[config.mk]
export PLATFORM = sky130hd
export DESIGN_NAME = lc_cell
export DESIGN_NICKNAME = d
export VERILOG_FILES = /design/src/rtl/lc_pkg.sv /design/src/rtl/lc_addr_mux.sv /design/src/rtl/lc_fgen.sv /design/src/rtl/lc_regs.sv /design/src/rtl/lc_cell.sv
export SDC_FILE = /design/constraint.sdc
export NUM_CORES = 1
export LEC_CHECK = 0
export CORE_UTILIZATION = 34
export CTS_BUF_LIST = sky130_fd_sc_hd__clkbuf_2
export CTS_CLUSTER_DIAMETER = 100
export CTS_CLUSTER_SIZE = 30
export DETAILED_ROUTE_END_ITERATION = 12
export GPL_TIMING_DRIVEN = 0
export PLACE_DENSITY_LB_ADDON = 0.1
export SLEW_MARGIN = 20
export SYNTH_ARGS = -nofsm -noshare
export SYNTH_HDL_FRONTEND = slang
export SYNTH_SLANG_ARGS = --single-unit
[constraint.sdc]
create_clock -name clk -period 3.7 [get_ports clk]
set_input_delay 0.74 -clock clk [delete_from_list [all_inputs] [get_ports clk]]
set_output_delay 0.74 -clock clk [all_outputs]
set_load 0.01 [all_outputs]
[src/rtl/lc_pkg.sv]
`timescale 1ns/1ps
package lc_pkg;
  localparam int LC_ADDR_W = 4;
  localparam int LC_LUT_W  = 1 << LC_ADDR_W;
  localparam int LC_NLIN   = 5;
  localparam int LC_SEL_W  = 2;
  localparam int LC_PICK_W = 2 * LC_SEL_W + 1;
  localparam int LC_NTAB   = 2;

  typedef enum logic [1:0] {
    MODE_SPLIT = 2'd0,
    MODE_JOIN  = 2'd1,
    MODE_MUX   = 2'd2,
    MODE_ALT   = 2'd3
  } lc_mode_e;

  typedef struct packed {
    logic                hi_e;
    logic [LC_SEL_W-1:0] v2;
    logic [LC_SEL_W-1:0] v1;
  } lc_pick_t;

  // Variable pool lookup: two logic inputs or two register outputs
  function automatic logic pick_var(input logic [LC_SEL_W-1:0] sel,
                                    input logic [LC_NLIN-1:0] lin,
                                    input logic qx, input logic qy);
    case (sel)
      2'd0:    return lin[1];
      2'd1:    return lin[2];
      2'd2:    return qx;
      default: return qy;
    endcase
  endfunction

  // Four-way selector shared by register data and output muxes
  function automatic logic sel4(input logic [1:0] s, input logic a0,
                                input logic a1, input logic a2, input logic a3);
    case (s)
      2'd0:    return a0;
      2'd1:    return a1;
      2'd2:    return a2;
      default: return a3;
    endcase
  endfunction
endpackage

[src/rtl/lc_addr_mux.sv]
`timescale 1ns/1ps
module lc_addr_mux
  import lc_pkg::*;
(
  input  logic [LC_NLIN-1:0]   lin,
  input  logic                 qx,
  input  logic                 qy,
  input  lc_pick_t             pick,
  input  logic                 split_mode,
  output logic [LC_ADDR_W-1:0] addr
);
  always_comb begin
    addr[0] = lin[0];
    addr[1] = pick_var(pick.v1, lin, qx, qy);
    addr[2] = pick_var(pick.v2, lin, qx, qy);
    addr[3] = (split_mode && pick.hi_e) ? lin[4] : lin[3];
  end
endmodule

[src/rtl/lc_fgen.sv]
`timescale 1ns/1ps
module lc_fgen
  import lc_pkg::*;
(
  input  logic                 clk,
  input  logic                 rst_any,
  input  lc_mode_e             mode,
  input  logic [LC_LUT_W-1:0]  lut_f,
  input  logic [LC_LUT_W-1:0]  lut_g,
  input  logic [LC_ADDR_W-1:0] addr_f,
  input  logic [LC_ADDR_W-1:0] addr_g,
  input  logic                 sel5,
  output logic                 res_f,
  output logic                 res_g
);
  logic raw_f, raw_g, merged, is_split;

  assign raw_f    = lut_f[addr_f];
  assign raw_g    = lut_g[addr_g];
  assign merged   = sel5 ? raw_g : raw_f;
  assign is_split = (mode == MODE_SPLIT) || (mode == MODE_ALT);

  always_comb begin
    if (is_split) begin
      res_f = raw_f;
      res_g = raw_g;
    end else begin
      res_f = merged;
      res_g = merged;
    end
  end

  AST_SHARED_RESULT: assert property (@(posedge clk) disable iff (rst_any)
    (mode == MODE_JOIN || mode == MODE_MUX) |-> (res_f == res_g))
    else $error("shared result differs");

  AST_SEL5_LOW_F: assert property (@(posedge clk) disable iff (rst_any)
    (mode == MODE_MUX && !sel5) |-> (res_g == lut_f[addr_f]))
    else $error("fifth input low did not pick F");
endmodule

[src/rtl/lc_regs.sv]
`timescale 1ns/1ps
module lc_regs
  import lc_pkg::*;
(
  input  logic clk,
  input  logic ce,
  input  logic rst_dir,
  input  logic rst_glb,
  input  logic d_x,
  input  logic d_y,
  output logic q_x,
  output logic q_y
);
  logic rst_any;
  assign rst_any = rst_dir | rst_glb;

  always_ff @(posedge clk or posedge rst_any) begin
    if (rst_any) begin
      q_x <= 1'b0;
      q_y <= 1'b0;
    end else if (ce) begin
      q_x <= d_x;
      q_y <= d_y;
    end
  end

  AST_RST_CLEARS: assert property (@(posedge clk)
    rst_any |-> (q_x == 1'b0 && q_y == 1'b0))
    else $error("reset left a register set");

  AST_CE_HOLD: assert property (@(posedge clk) disable iff (rst_any)
    !ce |=> ($stable(q_x) && $stable(q_y)))
    else $error("register moved without enable");

  AST_CE_LOAD: assert property (@(posedge clk) disable iff (rst_any)
    ce |=> (q_x == $past(d_x) && q_y == $past(d_y)))
    else $error("register missed its load");
endmodule

[src/rtl/lc_cell.sv]
`timescale 1ns/1ps
module lc_cell
  import lc_pkg::*;
(
  input  logic        clk,
  input  logic        ce,
  input  logic        rst_dir,
  input  logic        rst_glb,
  input  logic [4:0]  lin,
  input  logic        din,
  input  logic [1:0]  cfg_mode,
  input  logic [15:0] cfg_lut_f,
  input  logic [15:0] cfg_lut_g,
  input  logic [4:0]  cfg_pick_f,
  input  logic [4:0]  cfg_pick_g,
  input  logic [1:0]  cfg_dsrc_x,
  input  logic [1:0]  cfg_dsrc_y,
  input  logic [1:0]  cfg_osel_x,
  input  logic [1:0]  cfg_osel_y,
  output logic        out_x,
  output logic        out_y
);
  lc_mode_e             mode;
  lc_pick_t             pick_eff [LC_NTAB];
  logic [LC_ADDR_W-1:0] addr     [LC_NTAB];
  logic                 split_mode, res_f, res_g, q_x, q_y, d_x, d_y, rst_any;

  assign mode       = lc_mode_e'(cfg_mode);
  assign split_mode = (mode == MODE_SPLIT) || (mode == MODE_ALT);
  assign rst_any    = rst_dir | rst_glb;

  // Join mode forces one shared selection for both tables
  assign pick_eff[0] = lc_pick_t'(cfg_pick_f);
  assign pick_eff[1] = (mode == MODE_JOIN) ? lc_pick_t'(cfg_pick_f)
                                           : lc_pick_t'(cfg_pick_g);

  for (genvar k = 0; k < LC_NTAB; k++) begin : g_addr
    lc_addr_mux u_amux (
      .lin        (lin),
      .qx         (q_x),
      .qy         (q_y),
      .pick       (pick_eff[k]),
      .split_mode (split_mode),
      .addr       (addr[k])
    );
  end

  lc_fgen u_fgen (
    .clk     (clk),
    .rst_any (rst_any),
    .mode    (mode),
    .lut_f   (cfg_lut_f),
    .lut_g   (cfg_lut_g),
    .addr_f  (addr[0]),
    .addr_g  (addr[1]),
    .sel5    (lin[4]),
    .res_f   (res_f),
    .res_g   (res_g)
  );

  assign d_x = sel4(cfg_dsrc_x, din, res_f, res_g, din);
  assign d_y = sel4(cfg_dsrc_y, din, res_f, res_g, din);

  lc_regs u_regs (
    .clk     (clk),
    .ce      (ce),
    .rst_dir (rst_dir),
    .rst_glb (rst_glb),
    .d_x     (d_x),
    .d_y     (d_y),
    .q_x     (q_x),
    .q_y     (q_y)
  );

  assign out_x = sel4(cfg_osel_x, res_f, res_g, q_x, q_y);
  assign out_y = sel4(cfg_osel_y, res_f, res_g, q_x, q_y);

  AST_JOIN_SAME_ADDR: assert property (@(posedge clk) disable iff (rst_any)
    (mode == MODE_JOIN) |-> (addr[0] == addr[1]))
    else $error("join mode tables addressed apart");

  AST_OUT_REG_X: assert property (@(posedge clk) disable iff (rst_any)
    (cfg_osel_y == 2'd2) |-> (out_y == q_x))
    else $error("output did not show register X");
endmodule

==> reports/metrics.yaml, run 1 <==
synthesis:
  syn_nets: 151
  syn_area_um2: 815
  synth_compound_area_share_pct: 20.0
  yosysTopAreaCell: "mux4_2"
  yosys-top-cells-area: "mux4_2, mux2i_1, mux4_1"
  yosys.area_share.simple_pct: 15.1
  synth_top_family_by_area: "multiplexers"
  synthXorXnorAreaFrac_pct: 0
  synthAdderAreaFrac_pct: 7.68
  ys_seq_area_share_pct: 6.14
  synth.distinct_cells: 29
  syn_avg_cell_area_um2: 9.70
  ys_ff_latch: 2
  synth.mux.area_fraction_pct: 46.4
  synth_top_area_share_pct: 16.6
  synthCells: 84
  synth_edf_count: 0
  ys_async_sr_fraction_pct: 100
  ys.flop_type: "dfrtp_1"
  yosys_warnings: 0
routing:
  wl_um: 2470
  first_pass_iters: 4
  vias_per_cell: 5.19
  vias: 961
  drt-wirelength-per-cell_um: 13.4
  dr.first_iter.drc_count: 7
  drc: 0
  postRouteAntennaNets: 0
clocking:
  numCtsBuffers: 3
  cts-root-buf: "clkbuf_2"
  clk_latency_ps: 180
  cts.path.max_buffers: 2
  holdBufCountCts: 0
  clk_pin_slew_worst_paths_ps: 30
  cts.sinks: 2
  htree_num_levels: 1
  cts_tree: "done"
timing:
  drv_slew: 0
  slew_headroom_pct: 72.3
  finalSetupTns_ps: -0.415
  finalSetupViolCount: 1
  layout_setup_ws_ps: -0.415
  rsz0062_at_grt: "yes"
  finalCriticalPeriod_ps: 3700
  finalHoldViolations: 0
  fin_crit_sh_pct: 100
  worstMarginPinSlew_ps: 403
  finClkSkew_ps: 2.48
  clock.fmax_ghz: 0.270
floorplan:
  die_area_um2: 2600
  initial_core_util_pct: 36.5
  die_h_um: 50.9
  ioPinCount: 64
  row_count: 17
  dieWidth_um: 50.9
  coreArea_um2: 2230
worst_hold_path:
  hp-class: "in2async"
global_route:
  grt-ovfl-total: 0
  grt_first_pass_wirelength_um: 4080
  grt_usage_pct: 21.1
  grt_max_degree: 9
  grt_pass1_vias: 998
  grt_antenna_before_repair: 0
status:
  outcome: "complete, but fails checks"
  violations: "setup timing"
finish:
  diodes: 0
  fin_cells: 185
  layout-drive-gt1-share_pct: 27.4
  final_core_util_pct: 70.9
  fin_nets: 226
  area_growth_pct: 94.5
critical_path:
  worstRegToRegCells: 9
  worstSetupPathType: "in2out"
  cp.required_ps: 2960
  cp-start-kind: "input port"
  crit_fanout: 8
  crit_path_end_kind: "output pin"
  arrival_ps: 2960
job:
  cap_violations: 0
power_and_ir_drop:
  finalPower_mw: 0.314
  pwr_density_cell_nw_per_um2: 198
  power_leakage_nw: 0.677
  ir_drop_mv: 0.256
place:
  io_buffers: 62
  place_congestion: 0.766
  placed_cells: 174
  dp_hpwl_um: 2090
-- cell families after synthesis --
family	Yosys count
fa+ha+maj	5
compound gates	24
mux	22
simple gates	22
buf+inv	9
flops	2
-- what timing repair did --
| action | in CTS | in global routing |
|---|---|---|
| setup buffers | 8 | 2 |
| hold endpoints to repair | 0 | 0 |
| endpoints found under the setup margin | 2 | 2 |
| pin swaps | 8 | 7 |
| resized for setup | 36 | 5 |
| cloned | 0 | 0 |
-- per-stage QoR --
step           instance area, um2  worst slack (ps)  hold WS [ps]
2_1_floorplan                 815               253           526
3_3_place_gp                 1470              -845           712
3_5_place_dp                 1470              -867           760
4_1_cts                      1570             -70.4           749
5_1_grt                      1580             -86.1           760
6_report                     1580            -0.415           750
-- worst max-delay path, stage by stage --
cell and delay (ps):
buf_6 90, inv_4 40, ha_4 180, mux2i_2 240, mux4_4 690, and2_4 190, a22oi_2 200, buf_4 150
a21oi_2 50, o31a_1 230, buf_2 140
-- per-layer routing --
layer	GRT usage [%]	share of wire, %	vias up
li1	-	-	480
met3	4.46	7.3	6
met5	0	0	-
met1	22.5	39	431
met2	39.3	51	44
met4	9.26	2.5	0
-- cell usage after synthesis (3+ instances only) --
library cell  instances
nand2_1               5
mux2i_1               8
nor2b_1               5
o21ai_0               8
mux4_1                3
and2_1                3
ha_1                  5
nor2_1                3
inv_1                 7
mux4_2                6
a21oi_1               8
-- cells in the final DEF (no fill, tap or decap) --
| cell | Yosys | routed |
|---|---|---|
| clkdlybuf4s50_1 | 0 | 49 |
| buf_4 | 1 | 9 |
| mux4_2 | 6 | 8 |
| mux2i_1 | 8 | 7 |
| o21ai_0 | 8 | 7 |
| inv_1 | 7 | 6 |
| a21oi_1 | 8 | 6 |
| dlygate4sd2_1 | 0 | 6 |
| nand2_1 | 5 | 5 |
| nor2b_1 | 5 | 4 |
| ha_1 | 5 | 4 |
| clkbuf_2 | 0 | 4 |
| nor2_1 | 3 | 3 |
| buf_2 | 1 | 3 |
| a22oi_2 | 2 | 3 |
| dlymetal6s2s_1 | 0 | 3 |
| mux4_4 | 2 | 2 |
| a21oi_2 | 0 | 2 |
| and2_4 | 1 | 2 |
| mux2_2 | 2 | 2 |
| and2_1 | 3 | 2 |
| a41oi_1 | 2 | 2 |
| dfrtp_1 | 2 | 2 |
| mux4_1 | 3 | 1 |
| a211oi_2 | 0 | 1 |
| mux2_4 | 0 | 1 |
| and3_1 | 1 | 1 |
| and3b_1 | 1 | 1 |
| o21ai_1 | 0 | 1 |
| nor3b_1 | 1 | 1 |
| nor3_1 | 1 | 1 |
| o311ai_4 | 0 | 1 |
| mux2i_2 | 0 | 1 |
| nor2b_4 | 0 | 1 |
| nand2b_1 | 1 | 1 |
| inv_4 | 0 | 1 |
| o31a_1 | 1 | 1 |
| ha_4 | 0 | 1 |
| buf_6 | 0 | 1 |
-- area by class of cell --
type	count	area [um2]
multi-input combinational	73	776
fill	188	649
timing repair buffer	71	674
sequential	2	50.0
inverter	7	28.8
tap	28	35.0
clock buffer	3	15.0
buffer	1	5.00
-- worst paths after layout --
kind / slack [ps] / to / from
worst max-delay path: -0.4 / out_x / cfg_mode[1]
worst min-delay path: 750 / u_regs.q_x$_DFFE_PP0P_ / rst_dir
worst max register to register: 970 / u_regs.q_y$_DFFE_PP0P_ / u_regs.q_y$_DFFE_PP0P_
worst min register to register: 750 / u_regs.q_y$_DFFE_PP0P_ / u_regs.q_y$_DFFE_PP0P_
max in group asynchronous: 2780 / u_regs.q_y$_DFFE_PP0P_ / rst_glb
min in group clk: 750 / u_regs.q_y$_DFFE_PP0P_ / u_regs.q_y$_DFFE_PP0P_
-- power breakdown --
group	switching, mW	internal [mW]	total [mW]
combinational	0.0883	0.159	0.247
clock	0.0105	0.0215	0.0320
sequential	0.00877	0.0259	0.0347
-- flip-flops by register name, indices dropped and copies added (netlist names) --
signal / flops
u_regs.q_x: 1
u_regs.q_y: 1
(Power assumes the default switching activity.)
==> inputs of run 2 (changes only) <==
- GPL_TIMING_DRIVEN: 0 -> 1
==> run 2 against run 1 <==
  * The flow now finishes without violations
  * Cell area grew 3.6%
  * Power grew 3.8%
  * Wire length grew 8.1%
  * Sequential power is essentially flat
  * Die area is the same
  * Critical endpoint unchanged
==> reports/metrics.yaml, run 2 (synthesis results as in run 1) <==
status:
  outcome: "finished clean"
finish:
  layout-drive-gt1-share_pct: 30.9
  fin_cells: 190
  final_core_util_pct: 73.5
  reg_top3: "u_regs.q_x: 1 flops, u_regs.q_y: 1 flops"
  final_cell_area_um2: 1640
  diodes: 0
  fin_nets: 231
  final_common_cell: "clkdlybuf4s50_1"
  area_growth_pct: 102
  final_cell_mix: "clkdlybuf4s50_1, buf_4, mux4_2, o21ai_0"
floorplan:
  row_count: 17
  die_area_um2: 2600
  dieWidth_um: 50.9
  initial_core_util_pct: 36.5
  die_h_um: 50.9
  ioPinCount: 64
  coreArea_um2: 2230
critical_path:
  crit_path_end_kind: "output pin"
  arrival_ps: 2930
  cp-start-kind: "input port"
  crit_path_top_delay_cell: "mux4_4"
  cp_top_family: "multiplexers"
  crit_chain: "buf_6, inv_4, ha_4, mux2i_2, mux4_4, and2_4, a22oi_2, a21oi_1, o31a_1, buf_2"
  crit_fanout: 7
  worstSetupPathType: "in2out"
  path_buf_inv: 3
  slowest_delay_ps: 700
  startpoint: "cfg_mode[1]"
  cp.required_ps: 2960
  timing.rr.start: "u_regs.q_y$_DFFE_PP0P_"
routing:
  vias: 993
  first_pass_iters: 4
  vias_per_cell: 5.23
  drc: 0
  wl_um: 2670
  drt-wirelength-per-cell_um: 14.1
  postRouteAntennaNets: 0
  dr.first_iter.drc_count: 18
global_route:
  grt_first_pass_wirelength_um: 4260
  grt_antenna_before_repair: 0
  grt_max_degree: 8
  grt_pass1_vias: 1032
  grt-ovfl-total: 0
  grt_usage_pct: 21.7
worst_hold_path:
  hp-class: "reg2reg"
  holdCritStartpoint: "u_regs.q_y$_DFFE_PP0P_"
clocking:
  cts.sinks: 2
  numCtsBuffers: 3
  clk_latency_ps: 180
  cts.path.max_buffers: 2
  cts-root-buf: "clkbuf_2"
  htree_num_levels: 1
  clk_pin_slew_worst_paths_ps: 30
  cts_tree: "done"
timing:
  rsz0062_at_grt: "yes"
  finalHoldViolations: 0
  worstMarginPinSlew_ps: 329
  finalCriticalPeriod_ps: 3670
  drv_slew: 0
  fin_crit_sh_pct: 99.3
  finClkSkew_ps: 0.143
  hold_ws_ps: 733
  slew_headroom_pct: 77.4
  clock.fmax_ghz: 0.272
  finalSetupViolCount: 0
place:
  dpl_cell_area_um2: 1540
  io_buffers: 63
  placed_cells: 183
  place_congestion: 0.731
  dp_hpwl_um: 2210
job:
  cap_violations: 0
power_and_ir_drop:
  power_leakage_nw: 0.706
  ir_drop_mv: 0.195
  finalPower_mw: 0.326
  pwr_density_cell_nw_per_um2: 198
[run 2: final cells by class]
class,count,area (um2)
clock buffer,3,15.0
inverter,7,28.8
sequential,2,50.0
multi-input combinational,73,787
fill,175,592
timing repair buffer,77,726
tap,28,35.0
[run 2: layer usage]
layer	global-route usage, %	wire, um	up-vias
li1	-	-	490
met1	24.0	1100	461
met2	42.8	1440	40
met3	2.68	124	2
met4	5.09	15	0
met5	0	0	-
[run 2: worst paths after layout]
| check | to | slack (ps) | cells after the start |
|---|---|---|---|
| setup / recovery | out_x | 30 | 10 |
| hold / removal | u_regs.q_y$_DFFE_PP0P_ | 730 | 2 |
| setup reg to reg | u_regs.q_y$_DFFE_PP0P_ | 960 | 9 |
| hold reg to reg | u_regs.q_y$_DFFE_PP0P_ | 730 | 2 |
| max in group asynchronous | u_regs.q_y$_DFFE_PP0P_ | 2770 | 2 |
| min in group asynchronous | u_regs.q_x$_DFFE_PP0P_ | 750 | 2 |
[run 2: worst min-delay path: cells and delay by family (launching register included)]
kind	cells	cell delay [ps]
compound gates	2	230
flops	1	460
[run 2: repair_timing]
action | 4_1_cts | 5_1_grt
gates cloned | 0 | 0
setup buffers | 3 | 1
hold buffers | 0 | 0
gates resized for setup | 32 | 14
pin swaps | 8 | 7
endpoints found under the setup margin | 2 | 2
[run 2: where the power goes]
part / switching, mW / total, mW / internal (mW)
Clock: 0.00993 / 0.0314 / 0.0214
Sequential: 0.00883 / 0.0347 / 0.0259
Combinational: 0.0950 / 0.259 / 0.164
Total: 0.114 / 0.326 / 0.212
[run 2: through the flow]
step | setup WS [ps] | setup TNS (ps)
after floorplan | 253 | 0
after global placement | -723 | -1440
after detailed placement | -804 | -1600
after CTS | 5.98 | 0
after global routing | -62.3 | -62.3
final | 26.7 | 0
==> inputs of run 3 (changes only) <==
- CAP_MARGIN: unset -> 20
==> results of run 3 <==
The final DEF is identical to that of run 2; final timing and power are the same.
